File: src/rtl/cfgx_pkg.sv
package cfgx_pkg;

  localparam int CFG_W  = 32;
  localparam int LANES  = CFG_W / 8;
  localparam int DEV_LO = 11;

  typedef enum logic [1:0] {
    FMT_RAW   = 2'd0,
    FMT_T1    = 2'd1,
    FMT_IDSEL = 2'd2
  } idx_fmt_e;

  // Format chosen by bit 31 first, then bit 0.
  function automatic idx_fmt_e idx_format(input logic [CFG_W-1:0] idx);
    if (idx[CFG_W-1])
      return FMT_RAW;
    else if (idx[0])
      return FMT_T1;
    else
      return FMT_IDSEL;
  endfunction

  // {found, position} of the lowest set bit in idx[31:11].
  function automatic logic [5:0] lowest_idsel(input logic [CFG_W-1:0] idx);
    logic [5:0] hit;
    hit = 6'd0;
    for (int b = CFG_W - 1; b >= DEV_LO; b--) begin
      if (idx[b]) hit = {1'b1, 5'(b)};
    end
    return hit;
  endfunction

  function automatic logic [CFG_W-1:0] xlate_cfg_addr(
      input logic [CFG_W-1:0] idx,
      input logic [2:0]       off);
    logic [5:0]       hit;
    logic [CFG_W-1:0] r;
    hit = lowest_idsel(idx);
    case (idx_format(idx))
      FMT_RAW: r = {idx[CFG_W-1:2], off[1:0]};
      FMT_T1:  r = {idx[CFG_W-1:3], off};
      default: begin
        if (hit[5])
          r = {16'h0000, hit[4:0], idx[10:8], idx[7:3], off};
        else
          r = {21'h1F_FFFF, idx[10:8], idx[7:3], off};
      end
    endcase
    return r;
  endfunction

  function automatic logic [LANES-1:0] lane_enables(
      input logic [1:0] sz,
      input logic [1:0] off);
    logic [LANES-1:0] be;
    case (sz)
      2'd0:    be = 4'b0001 << off;
      2'd1:    be = off[1] ? 4'b1100 : 4'b0011;
      default: be = 4'b1111;
    endcase
    return be;
  endfunction

endpackage

File: src/rtl/cfgx_index_reg.sv
module cfgx_index_reg #(
  parameter int W = 32
) (
  input  logic         clk,
  input  logic         rst_n,
  input  logic         wr_en,
  input  logic [W-1:0] wr_data,
  output logic [W-1:0] idx_q
);

  always_ff @(posedge clk or negedge rst_n) begin
    if (!rst_n)
      idx_q <= '0;
    else if (wr_en)
      idx_q <= wr_data;
  end

endmodule

File: src/rtl/cfgx_addr_xlate.sv
module cfgx_addr_xlate
  import cfgx_pkg::*;
(
  input  logic [CFG_W-1:0] idx,
  input  logic [2:0]       off,
  input  logic [1:0]       size,
  output logic [CFG_W-1:0] xaddr,
  output logic [LANES-1:0] xbe,
  output idx_fmt_e         fmt
);

  always_comb begin
    fmt   = idx_format(idx);
    xaddr = xlate_cfg_addr(idx, off);
    xbe   = lane_enables(size, off[1:0]);
  end

endmodule

File: src/rtl/cfgx_access_seq.sv
module cfgx_access_seq
  import cfgx_pkg::*;
(
  input  logic             clk,
  input  logic             rst_n,
  input  logic             h_req,
  input  logic             sel_data,
  input  logic             h_we,
  input  logic [1:0]       h_size,
  input  logic [CFG_W-1:0] h_wdata,
  input  logic [CFG_W-1:0] idx_q,
  input  logic [CFG_W-1:0] xaddr,
  input  logic [LANES-1:0] xbe,
  input  logic             t_ready,
  input  logic [CFG_W-1:0] t_rdata,
  output logic             idx_wr_en,
  output logic             idx_ack,
  output logic             dat_ack,
  output logic [CFG_W-1:0] h_rdata,
  output logic             t_valid,
  output logic [CFG_W-1:0] t_addr,
  output logic [LANES-1:0] t_be,
  output logic             t_we,
  output logic [CFG_W-1:0] t_wdata
);

  typedef enum logic [1:0] {S_IDLE, S_IDX_ACK, S_TGT, S_DAT_ACK} seq_state_e;

  seq_state_e st_q, st_d;
  logic       start_idx, start_dat, tgt_fire;

  assign start_idx = (st_q == S_IDLE) && h_req && !sel_data;
  assign start_dat = (st_q == S_IDLE) && h_req && sel_data;
  assign tgt_fire  = (st_q == S_TGT) && t_ready;
  assign idx_wr_en = start_idx && h_we && h_size[1];
  assign idx_ack   = (st_q == S_IDX_ACK);
  assign dat_ack   = (st_q == S_DAT_ACK);
  assign t_valid   = (st_q == S_TGT);

  always_comb begin
    st_d = st_q;
    case (st_q)
      S_IDLE: begin
        if (start_idx) st_d = S_IDX_ACK;
        else if (start_dat) st_d = S_TGT;
      end
      S_TGT:     if (t_ready) st_d = S_DAT_ACK;
      default:   st_d = S_IDLE;
    endcase
  end

  always_ff @(posedge clk or negedge rst_n) begin
    if (!rst_n) begin
      st_q    <= S_IDLE;
      h_rdata <= '0;
      t_addr  <= '0;
      t_be    <= '0;
      t_we    <= 1'b0;
      t_wdata <= '0;
    end else begin
      st_q <= st_d;
      if (start_idx) h_rdata <= idx_q;
      if (tgt_fire)  h_rdata <= t_rdata;
      if (start_dat) begin
        t_addr  <= xaddr;
        t_be    <= xbe;
        t_we    <= h_we;
        t_wdata <= h_wdata;
      end
    end
  end

endmodule

File: src/rtl/cfg_xlate_bridge.sv
module cfg_xlate_bridge
  import cfgx_pkg::*;
#(
  parameter int WIN_BITS = 12
) (
  input  logic                clk,
  input  logic                rst_n,
  input  logic                h_req,
  input  logic [WIN_BITS:0]   h_addr,
  input  logic                h_we,
  input  logic [1:0]          h_size,
  input  logic [CFG_W-1:0]    h_wdata,
  output logic [CFG_W-1:0]    h_rdata,
  output logic                h_done,
  output logic                t_valid,
  input  logic                t_ready,
  output logic [CFG_W-1:0]    t_addr,
  output logic [LANES-1:0]    t_be,
  output logic                t_we,
  output logic [CFG_W-1:0]    t_wdata,
  input  logic [CFG_W-1:0]    t_rdata
);

  logic             sel_data;
  logic             idx_wr_en, idx_ack, dat_ack;
  logic [CFG_W-1:0] idx_q, xaddr;
  logic [LANES-1:0] xbe;
  idx_fmt_e         fmt;

  assign sel_data = h_addr[WIN_BITS];
  assign h_done   = idx_ack | dat_ack;

  cfgx_index_reg #(.W(CFG_W)) u_idx (
    .clk     (clk),
    .rst_n   (rst_n),
    .wr_en   (idx_wr_en),
    .wr_data (h_wdata),
    .idx_q   (idx_q)
  );

  cfgx_addr_xlate u_xlate (
    .idx   (idx_q),
    .off   (h_addr[2:0]),
    .size  (h_size),
    .xaddr (xaddr),
    .xbe   (xbe),
    .fmt   (fmt)
  );

  cfgx_access_seq u_seq (
    .clk       (clk),
    .rst_n     (rst_n),
    .h_req     (h_req),
    .sel_data  (sel_data),
    .h_we      (h_we),
    .h_size    (h_size),
    .h_wdata   (h_wdata),
    .idx_q     (idx_q),
    .xaddr     (xaddr),
    .xbe       (xbe),
    .t_ready   (t_ready),
    .t_rdata   (t_rdata),
    .idx_wr_en (idx_wr_en),
    .idx_ack   (idx_ack),
    .dat_ack   (dat_ack),
    .h_rdata   (h_rdata),
    .t_valid   (t_valid),
    .t_addr    (t_addr),
    .t_be      (t_be),
    .t_we      (t_we),
    .t_wdata   (t_wdata)
  );

endmodule

File: config.mk
export PLATFORM = sky130hd
export DESIGN_NAME = cfg_xlate_bridge
export DESIGN_NICKNAME = d
export VERILOG_FILES = /design/src/rtl/cfgx_pkg.sv /design/src/rtl/cfgx_index_reg.sv /design/src/rtl/cfgx_addr_xlate.sv /design/src/rtl/cfgx_access_seq.sv /design/src/rtl/cfg_xlate_bridge.sv
export SDC_FILE = /design/constraint.sdc
export NUM_CORES = 1
export LEC_CHECK = 0
export ABC_AREA = 1
export BUFFER_PORTS_ARGS = -buffer_cell sky130_fd_sc_hd__buf_2
export CELL_PAD_IN_SITES_DETAIL_PLACEMENT = 0
export CELL_PAD_IN_SITES_GLOBAL_PLACEMENT = 2
export CORE_AREA = 8 8 165 151
export DETAILED_ROUTE_END_ITERATION = 16
export DIE_AREA = 0 0 173 159
export PLACE_DENSITY = 0.72
export SYNTH_ARGS = -nofsm -noshare
export SYNTH_HDL_FRONTEND = slang
export SYNTH_SLANG_ARGS = --single-unit
export TNS_END_PERCENT = 100
File: constraint.sdc
create_clock -name clk -period 1.4 [get_ports clk]
set_input_delay 0.21 -clock clk [delete_from_list [all_inputs] [get_ports clk]]
set_output_delay 0.21 -clock clk [all_outputs]
set_load 0.005 [all_outputs]
==> metrics.txt, run 1 <==
status finished with violations; failing checks setup timing; routing usage on met2 24.41%; GRT Overall Usage 15.02%; fin util 44.82%; CTS buffer count 17; Ys Warns 0; number of synthesized flops with an enable pin 0; port bufs 177; Placer Congestion 0.7653; DP HPWL 14.12 mm; post-synth top area cell dfrtp_1; gr busiest metal met2; MaxCap Viol Count 0; Die X 173 um; cell count after placement 1,128; Worst-Skew Late Latency 0.42 ns; CP top delay family simple AND/OR/NAND/NOR gates; f_max 600.6 MHz; Core Box Area 22,120 sq um; Worst path most repeated cell buf_4; Lkg Pwr 4.965 nW; final setup violation count 124; share of the synthesized area in the top cell type 59.71%; first-pass GRT wire length 32.40 mm; grt met3 use 3.414%; Global Route met1 Usage 19.78%; WHS Path Cells 3; R2R cell count 7; crit start category flip-flop; Synth area leaders dfrtp_1 (60%), nand2_1 (14%), o21ai_1 (5.4%); CTS Root Cell clkbuf_16; Pwr per Cell Area 2278 nW/um^2; final worst-path cycle share 118.9%; Vias 5,470; CTS sink cnt 135; Ports 187; Critical Path AT 2.01 ns; Synth Register Bits 135; most numerous cell in the Yosys netlist nand2_1; initial core utilization 25.58%; Post-Layout Cell Count 1,218; largest net degree at the start of global routing 52; clock transition at the registers of the reported paths 0.06 ns; CTS Buffer Depth 2; Crit. path cell count 7; CTS tree done; H-tree levels 4; worst-path cell chain nor4_2 > buf_4 > nand4_1 > o21ai_2 > buf_4 > a21oi_2 > a2bb2oi_1; die area 27,510 sq um; worst slew pin tran 0.2702 ns; Max stage delay on crit path 0.40 ns; area grow syn2layout 75.23%; CP Data Required Time 1.74 ns; Avg Cell Area, Syn 9.111 sq um; unrepaired setup endpoints after global routing true; DRC viols 0; final hold vios 0; Synth cell types 28; min Tclk post-route 1.665 ns; Cell Area, Synth 5658 sq um; Slew HR 81.99%; VDD IR max 0.0007794 V; CP max stage cell dfrtp_1; final setup margin -0.2649 ns; Nets 992; Syn Inst Count 621; ratio of cells with drive above 1 in the final layout 55.76%; vias per std cell 4.491; final wirelength 23.88 mm; Setup crit end kind flip-flop; critical path type flip-flop to flip-flop; vias in the first global route 5,497; Post-synth top cells nand2_1 (212), dfrtp_1 (135), o21ai_1 (61); initial antenna violation count 1; ANT nets after route 0; Avg WL per Cell 19.61 um; register area share after synthesis 59.71%; Min-Delay Path Class input port to flip-flop; Filler Cells Inserted 2,176; CP Max Fanout 2; Initial DRC Count 324; die height 159 um; Setup Skew 0.006809 ns; Top FF cell, synth dfrtp_1; Final Slew Violations 0; Syn Nets 705; final total power 0.02259 W; Rows 52; worst hold margin 0.01037 ns; Buf+Inv Stages, Crit Path 2; Remaining Overflow, GRT 0; FFs w/ async S/R, synth 100.0%; DR pass1 iterations 4
[cell families (layout without fill, tap and decap cells)]
group,count (synthesis),after routing,synth area share (%)
flip-flops,135,135,59.71
AND/OR/NAND/NOR,269,269,18.97
buffers and inverters,97,396,6.678
AO/OA/AOI/OAI,120,120,14.64
other,0,1,0
[report_power, final]
part | total, W | switching, W | internal, W | leakage, nW
combinational | 0.0104 | 0.00505 | 0.00539 | 2.98
sequential | 0.00727 | 0.00150 | 0.00577 | 1.68
clock | 0.00488 | 0.00176 | 0.00312 | 0.300
[metal layers]
layer  wire [um]  up-vias
met2       11730      121
met3         931       14
met1       10980     2710
li1            -     2625
met4         243        0
met5           0        -
[placed cells by master, fill, tap and decap left out, types with 25 or more instances in the layout]
| cell type | count |
|---|---|
| buf_2 | 175 |
| o21ai_2 | 45 |
| dfrtp_1 | 135 |
| buf_4 | 55 |
| nand2_4 | 48 |
| nand2_2 | 41 |
| o21ai_1 | 25 |
| inv_1 | 49 |
| clkbuf_16 | 31 |
| nand2_1 | 123 |
[what timing repair did]
| action | in CTS | in global routing |
|---|---|---|
| hold endpoints to repair | 144 | 0 |
| setup endpoints to repair | 63 | 129 |
| setup buffers | 13 | 16 |
| hold buffers | 10 | 0 |
| pin swaps | 10 | 23 |
| gates resized for setup | 47 | 235 |
| cloned | 6 | 20 |
[state kept, by name, indices dropped and copies added, names as in the netlist]
name,flops
u_seq.t_addr,32
u_seq.h_rdata,32
u_seq.t_we,1
u_seq.t_be,4
u_seq.st_q,2
u_seq.t_wdata,32
u_idx.idx_q,32
[worst register-to-register path, delay by kind of cell (launching register included)]
kind / cells / cell delay (ns)
AO/OA/AOI/OAI: 3 / 0.40
buffers and inverters: 2 / 0.34
AND/OR/NAND/NOR: 2 / 0.45
flip-flops: 1 / 0.40
[final timing paths]
kind | slack (ns) | startpoint | endpoint
worst max-delay path | -0.26 | u_idx.idx_q[27] | u_seq.t_addr[13]
worst min-delay path | 0.01 | t_rdata[20] | u_seq.h_rdata[20]
worst max register to register | -0.26 | u_idx.idx_q[27] | u_seq.t_addr[13]
worst min register to register | 0.48 | u_seq.t_addr[0] | u_seq.t_addr[0]
max in group asynchronous | 0.64 | rst_n | u_seq.t_addr[22]
min in group asynchronous | 0.22 | rst_n | u_idx.idx_q[6]
[stage by stage]
stage	instance area, sq um	TNS, ns	setup slack (ns)
after floorplan	5670	-0.3141	-0.02916
after global placement	7417	-4.253	-0.2313
after detailed placement	7417	-6.068	-0.3197
after CTS	8581	-11.51	-0.2670
after global routing	9915	-22.05	-0.3921
final	9915	-14.46	-0.2649
[layout make-up]
| class | count | area [sq um] | share of cell area, % |
|---|---|---|---|
| repair buffers | 301 | 2545 | 25.67 |
| diodes | 1 | 2.502 | 0.02524 |
| flip-flops and latches | 135 | 3378 | 34.07 |
| inverters | 64 | 265.3 | 2.675 |
| clock inverters | 11 | 172.7 | 1.742 |
| clock buffers | 20 | 466.7 | 4.707 |
| multi-input cells | 389 | 2713 | 27.36 |
| well taps | 297 | 371.6 | 3.748 |
Note: power is estimated with default switching activity, not from simulation.
==> run 2, diff against run 1 <==
ABC_AREA = unset   (was 1)
CORE_AREA = 8 8 162 149   (was 8 8 165 151)
DIE_AREA = 0 0 170 157   (was 0 0 173 159)
==> run 2 against run 1 <==
The flow still finishes with violations (setup timing). Non-clock buffer count is 18 lower. Design area down 3.5%. Synthesized cell count shrank 9.0%. Die area down 3.0%. Global-route usage is 1.3 points higher. Worst hold slack improved by 0.0076 ns. Sequential power increased by 4.0%. Fmax shrank 7.7%. First-iteration DRC count is 21% lower. Critical path type unchanged. Largest cell class unchanged. Largest power group unchanged.
==> metrics.txt, run 2 <==
status finished with violations (unchanged); failing checks setup timing (unchanged); Slew HR 66.54% (was 81.99%); first-pass GRT wire length 33.06 mm (was 32.40 mm); CP Max Fanout 2 (unchanged); DRC viols 0 (unchanged); DP HPWL 14.63 mm (was 14.12 mm); most numerous cell in the Yosys netlist nand2_1 (unchanged); initial core utilization 26.68% (was 25.58%); MaxCap Viol Count 0 (unchanged); min Tclk post-route 1.803 ns (was 1.665 ns); Syn Nets 649 (was 705); CP Data Required Time 1.74 ns (about the same); Post-synth top cells nand2_1 (140), dfrtp_1 (135), a21oi_1 (70) (was nand2_1 (212), dfrtp_1 (135), o21ai_1 (61)); Rows 51 (was 52); crit start category flip-flop (unchanged); Cell Area, Synth 5687 sq um (was 5658 sq um); die area 26,690 sq um (was 27,510 sq um); sequential share of power 34.6% (was 32.2%); most frequent cells in the layout buf_2 (174), dfrtp_1 (135), nand2_2 (64) (was buf_2 (175), dfrtp_1 (135), nand2_1 (123)); vias in the first global route 5,582 (was 5,497); Worst-Skew Late Latency 0.42 ns (about the same); H-tree levels 4 (unchanged); Antenna Cells 0 (was 1); Ys Warns 0 (unchanged); Synth area leaders dfrtp_1 (59%), nand2_1 (9.2%), a21oi_1 (6.2%) (was dfrtp_1 (60%), nand2_1 (14%), o21ai_1 (5.4%)); Initial DRC Count 257 (was 324); Syn Inst Count 565 (was 621); Int Power 0.01397 W (was 0.01428 W); Filler Cells Inserted 2,071 (was 2,176); final wirelength 22.68 mm (was 23.88 mm); ANT nets after route 0 (unchanged); setup TNS -19.16 ns (was -14.46 ns); Setup crit end kind flip-flop (unchanged); clock group share of total power 23.1% (was 21.6%); worst slew pin tran 0.5018 ns (was 0.2702 ns); Die X 170 um (was 173 um); f_max 554.7 MHz (was 600.6 MHz); NetSw 0.007859 W (was 0.008311 W); Ports 187 (unchanged); VDD IR max 0.0008367 V (was 0.0007794 V); Remaining Overflow, GRT 0 (unchanged); die height 157 um (was 159 um); Synth Register Bits 135 (unchanged); unrepaired setup endpoints after global routing true (unchanged); initial antenna violation count 0 (was 1); Comb pwr share 42.2% (was 46.2%); Lkg Pwr 4.652 nW (was 4.965 nW); final hold vios 0 (unchanged); Final Slew Violations 0 (unchanged); CTS Root Cell clkbuf_16 (unchanged); Avg Cell Area, Syn 10.06 sq um (was 9.111 sq um); CTS sink cnt 135 (unchanged); Top FF cell, synth dfrtp_1 (unchanged); final setup margin -0.4028 ns (was -0.2649 ns); area of the multi-input gates 2856 sq um (was 2713 sq um); post-synth top area cell dfrtp_1 (unchanged); FFs w/ async S/R, synth 100.0% (unchanged); clock transition at the registers of the reported paths 0.06 ns (about the same); Vias 5,202 (was 5,470); largest net degree at the start of global routing 45 (was 52); register area share after synthesis 59.41% (was 59.71%); final total power 0.02183 W (was 0.02259 W); Synth cell types 35 (was 28); port bufs 177 (unchanged); Core Box Area 21,310 sq um (was 22,120 sq um); Nets 916 (was 992); final worst-path cycle share 128.8% (was 118.9%); Min-Delay Path Class input port to flip-flop (unchanged); FF+latch area 3378 sq um (unchanged); critical path type flip-flop to flip-flop (unchanged); Pwr per Cell Area 2280 nW/um^2 (was 2278 nW/um^2); ratio of cells with drive above 1 in the final layout 56.57% (was 55.76%); CTS tree done (unchanged); Placer Congestion 0.7860 (was 0.7653); CTS Buffer Depth 2 (unchanged); Setup Skew 0.01178 ns (was 0.006809 ns); CTS buffer count 17 (unchanged); area grow syn2layout 68.32% (was 75.23%); vias per std cell 4.579 (was 4.491); share of the synthesized area in the top cell type 59.41% (was 59.71%); GRT Overall Usage 16.30% (was 15.02%); DR pass1 iterations 4 (unchanged); Critical Path AT 2.14 ns (was 2.01 ns); number of synthesized flops with an enable pin 0 (unchanged); Sw Share 36.01% (was 36.79%); Avg WL per Cell 19.96 um (was 19.61 um); final setup violation count 127 (was 124); most common cell after layout, fill and taps aside buf_2 (unchanged)
run 2: cell count changes in the layout (fill, tap and decap cells not counted), sizes merged, moves of 28 or more:
| cell | before | now |
|---|---|---|
| nand2 | 212 | 142 |
| a21oi | 4 | 70 |
| o21ai | 74 | 13 |
| inv | 64 | 7 |
| nor2 | 20 | 65 |
| mux2i | 0 | 33 |
| nand3 | 33 | 2 |
| mux2 | 0 | 28 |
run 2: stage by stage:
| stage | area (sq um) | hold slack, ns | cells | worst slack [ns] | utilization, % |
|---|---|---|---|---|---|
| 2_1_floorplan | 5734 | -0.08559 | 565 | -0.3119 | - |
| 3_3_place_gp | 7461 | 0.1885 | 1063 | -0.4386 | 35.01 |
| 3_5_place_dp | 7461 | 0.1925 | 1063 | -0.4998 | 35.01 |
| 4_1_cts | 9097 | 0.002817 | 1130 | -0.3727 | 42.69 |
| 5_1_grt | 9572 | 0.008283 | 1136 | -0.5101 | 44.91 |
| 6_report | 9572 | 0.01800 | 1136 | -0.4028 | 44.91 |
run 2: worst max-delay path, cell delays in order, from the launching register on:
cell and delay [ns]:
dfrtp_1 0.39, or4_4 0.55, nand2b_4 0.17, nor4_4 0.15, buf_4 0.17, buf_6 0.09
nor3_4 0.03, a21oi_2 0.17
run 2: layout make-up:
class,instances,share of cell area (%)
clock buffers,18,4.588
inverters,5,0.1961
clock inverters,14,2.327
repair buffers,283,23.95
flip-flops and latches,135,35.29
multi-input cells,390,29.84
well taps,291,3.804
run 2: final timing paths:
path | cells after the start | end | startpoint | slack (ns)
setup reg to reg | 7 | u_seq.t_addr[11] | u_idx.idx_q[20] | -0.40
max in group asynchronous | 3 | u_seq.t_addr[30] | rst_n | 0.52
min in group asynchronous | 2 | u_seq.t_addr[6] | rst_n | 0.31
hold reg to reg | 2 | u_seq.t_addr[0] | u_seq.t_addr[0] | 0.48
setup / recovery | 7 | u_seq.t_addr[11] | u_idx.idx_q[20] | -0.40
hold / removal | 3 | u_seq.t_wdata[28] | h_wdata[28] | 0.02
run 2: kinds of logic (layout without fill, tap and decap cells):
kind of cell           after synthesis  count (layout)  share of synthesized area (%)
AOI/OAI and AO/OA                   96              96                          9.109
buffers and inverters               41             320                          3.036
DFF                                135             135                          59.41
muxes                               61              61                          11.35
and+or+nand+nor                    232             233                          17.10
run 2: power by group through the flow:
stage | clock network, W | registers, W | logic, W
after floorplan | 0 | 0.00724 | 0.00305
after global placement | 0 | 0.00719 | 0.00711
after detailed placement | 0 | 0.00727 | 0.00722
after CTS | 0.00514 | 0.00734 | 0.00852
after global routing | 0.00537 | 0.00784 | 0.0101
final | 0.00505 | 0.00756 | 0.00921
run 2: what timing repair did:
action,in CTS,in global routing
hold buffers,3,0
endpoints found under the setup margin,135,136
gates cloned,12,8
hold endpoints to repair,38,0
gates resized for setup,126,125
setup buffers,23,7
pin swaps,73,81
run 2: per-layer routing:
layer  routed length, um  vias to the layer above  part of all wire, %  track usage (%)
li1                    -                     2440                    -                -
met1                9901                     2572                   44            20.44
met2               10720                      170                   47            26.49
met3                1866                       20                  8.2            5.658
met4                 192                        0                 0.85            3.965
met5                   0                        -                    0                0
==> run 3, diff against run 2 <==
==> constraint.sdc (replaced) <==
create_clock -name clk -period 1.4 [get_ports clk]
set_input_delay 0.07 -clock clk [delete_from_list [all_inputs] [get_ports clk]]
set_output_delay 0.07 -clock clk [all_outputs]
set_load 0.005 [all_outputs]
==> run 3 against run 2 <==
The flow still finishes with violations (setup timing). Sequential share of layout area down 1.9 points. Core utilization rose by 2.5 points. Combinational power increased by 2%. Die area unchanged. Global-route usage rose by 0.47 points. Clock power about the same. Via count grew 6.7%. Worst hold slack better by 0.12 ns. Non-clock buffer count up 65. Design area grew 5.6%. Worst setup slack improved by 0.054 ns. Critical path type unchanged. Sequential power hardly changed. Highest routed layer unchanged. Largest cell class unchanged. Largest power group unchanged.
==> metrics.txt, run 3 (synthesis gave the netlist of run 2 again) <==
final hold vios 0 (unchanged); VDD IR max 0.0008409 V (was 0.0008367 V); DR pass1 iterations 4 (unchanged); crit start category flip-flop (unchanged); CTS tree done (unchanged); die height 157 um (unchanged); Nets 981 (was 916); Placer Congestion 0.7805 (was 0.7860); Worst-Skew Late Latency 0.42 ns (about the same); Vias 5,548 (was 5,202); port bufs 177 (unchanged); unrepaired setup endpoints after global routing true (unchanged); Setup Slack @ Placement -0.4822 ns (was -0.4998 ns); FF-to-FF End u_seq.t_addr[19] (was u_seq.t_addr[11]); Filler Cells Inserted 2,005 (was 2,071); Avg WL per Cell 19.37 um (was 19.96 um); R2R Setup Slk -0.35 ns (was -0.40 ns); Setup crit end kind flip-flop (unchanged); failing checks setup timing (unchanged); Ports 187 (unchanged); clock transition at the registers of the reported paths 0.06 ns (about the same); DP HPWL 14.83 mm (was 14.63 mm); WHS Path Cells 4 (was 3); Min-Delay Path Class input port to flip-flop (unchanged); Max stage delay on crit path 0.54 ns (was 0.55 ns); Critical Path AT 2.09 ns (was 2.14 ns); Initial DRC Count 322 (was 257); vias per std cell 4.619 (was 4.579); min Tclk post-route 1.749 ns (was 1.803 ns); final wirelength 23.27 mm (was 22.68 mm); ratio of cells with drive above 1 in the final layout 48.90% (was 56.57%); initial core utilization 26.68% (unchanged); CTS sink cnt 135 (unchanged); most frequent cells in the layout buf_2 (175), dfrtp_1 (135), nand2_1 (71), dlygate4sd3_1 (71), nor2_1 (61) (was buf_2 (174), dfrtp_1 (135), nand2_2 (64)); R2R cell count 6 (was 7); CTS Buffer Depth 2 (unchanged); ANT nets after route 0 (unchanged); GRT Overall Usage 16.77% (was 16.30%); CP Data Required Time 1.74 ns (about the same); CP Max Fanout 8 (was 2); setup TNS -25.16 ns (was -19.16 ns); DRC viols 0 (unchanged); Final Slew Violations 0 (unchanged); Final Cell Area 10,110 sq um (was 9572 sq um); Lkg Pwr 4.811 nW (was 4.652 nW); CP max stage cell or4_4 (unchanged); initial antenna violation count 0 (unchanged); Rows 51 (unchanged); H-tree levels 4 (unchanged); worst hold start t_ready (was h_wdata[28]); first-pass GRT wire length 34.03 mm (was 33.06 mm); final setup violation count 135 (was 127); FF+latch area 3378 sq um (unchanged); die area 26,690 sq um (unchanged); final total power 0.02198 W (was 0.02183 W); status finished with violations (unchanged); CTS Root Cell clkbuf_16 (unchanged); area of the multi-input gates 2766 sq um (was 2856 sq um); worst r2r src u_idx.idx_q[20] (unchanged); worst-path cell chain or4_4 > nand2b_4 > nor4_4 > buf_6 > nand2_4 > a21oi_1 (was or4_4 > nand2b_4 > nor4_4 > buf_4 > buf_6 > nor3_4 > a21oi_2); Remaining Overflow, GRT 0 (unchanged); final setup margin -0.3492 ns (was -0.4028 ns); CTS buffer count 17 (unchanged); most common cell after layout, fill and taps aside buf_2 (unchanged); Antenna Cells 0 (unchanged); Setup Skew 0.01088 ns (was 0.01178 ns); MaxCap Viol Count 0 (unchanged); critical path type flip-flop to flip-flop (unchanged); largest net degree at the start of global routing 52 (was 45); vias in the first global route 5,881 (was 5,582); Die X 170 um (unchanged); worst slew pin tran 0.5286 ns (was 0.5018 ns); Pwr per Cell Area 2175 nW/um^2 (was 2280 nW/um^2); area grow syn2layout 77.71% (was 68.32%); f_max 571.7 MHz (was 554.7 MHz); Placement Cell Area 7443 sq um (was 7461 sq um); Slew HR 64.76% (was 66.54%); final worst-path cycle share 124.9% (was 128.8%); Worst Hold Endpoint u_seq.st_q[0] (was u_seq.t_wdata[28]); Core Box Area 21,310 sq um (unchanged)
## run 3: cell types whose count changed in the layout (fill, tap and decap cells not counted), moves of 3 or more
cell and delta:
a21oi_1 +8, nand2_4 -3, buf_6 -7, buf_12 -8, dlygate4sd3_1 +68, a21oi_2 -8
buf_8 +3, nand2_2 -20, o21ai_2 -3, nand2_1 +23, buf_4 +4
## run 3: per-stage QoR
step | std cells | utilization, % | hold WS, ns
after global placement | 1064 | 34.92 | 0.05453
final | 1201 | 47.42 | 0.1351
after detailed placement | 1064 | 34.92 | 0.06378
after global routing | 1201 | 47.42 | 0.1574
after CTS | 1192 | 44.65 | 0.1255
after floorplan | 565 | - | -0.2256
## run 3: worst max path at each step
stage,from,to,slack [ns],cells past startpoint
after floorplan,u_seq.st_q[1],u_idx.idx_q[0],-0.31,6
after CTS,u_idx.idx_q[20],u_seq.t_addr[29],-0.36,6
final,u_idx.idx_q[20],u_seq.t_addr[19],-0.35,6
after global placement,u_idx.idx_q[26],u_seq.t_addr[16],-0.43,6
after detailed placement,u_idx.idx_q[26],u_seq.t_addr[18],-0.48,6
after global routing,u_idx.idx_q[20],u_seq.t_addr[18],-0.43,6
## run 3: worst max-delay path, delay by kind of cell, from the launching register on
family	cells	cell delay, ns
buffers and inverters	1	0.17
and+or+nand+nor	4	0.98
DFF	1	0.38
AOI/OAI and AO/OA	1	0.15
## run 3: power by group
group / internal [W] / total [W] / switching, W
Sequential: 0.00590 / 0.00757 / 0.00167
Clock: 0.00323 / 0.00503 / 0.00180
Combinational: 0.00497 / 0.00937 / 0.00441
Total: 0.0141 / 0.0220 / 0.00788
## run 3: per-layer routing
| layer | global-route usage, % | routed length [um] | vias to the layer above |
|---|---|---|---|
| met4 | 4.883 | 284 | 0 |
| met2 | 26.97 | 11080 | 174 |
| met5 | 0 | 0 | - |
| met3 | 5.208 | 1447 | 20 |
| met1 | 21.35 | 10460 | 2779 |
| li1 | - | - | 2575 |
## run 3: repair_timing
item                                    CTS  global route
pin swaps                                27            93
gates resized for setup                  79           133
endpoints found under the setup margin  135           135
buffers inserted                         16             9
gates cloned                             11             8
hold buffers                             71             0
hold endpoints to repair                177             0
## run 3: cell type report
class                           count  area share, %
Clock inverter                     14          2.179
Multi-Input combinational cell    390          27.37
Sequential cell                   135          33.43
Clock buffer                       18          4.346
Tap cell                          291          3.603
Timing Repair Buffer              348          28.88
Inverter                            5         0.1857
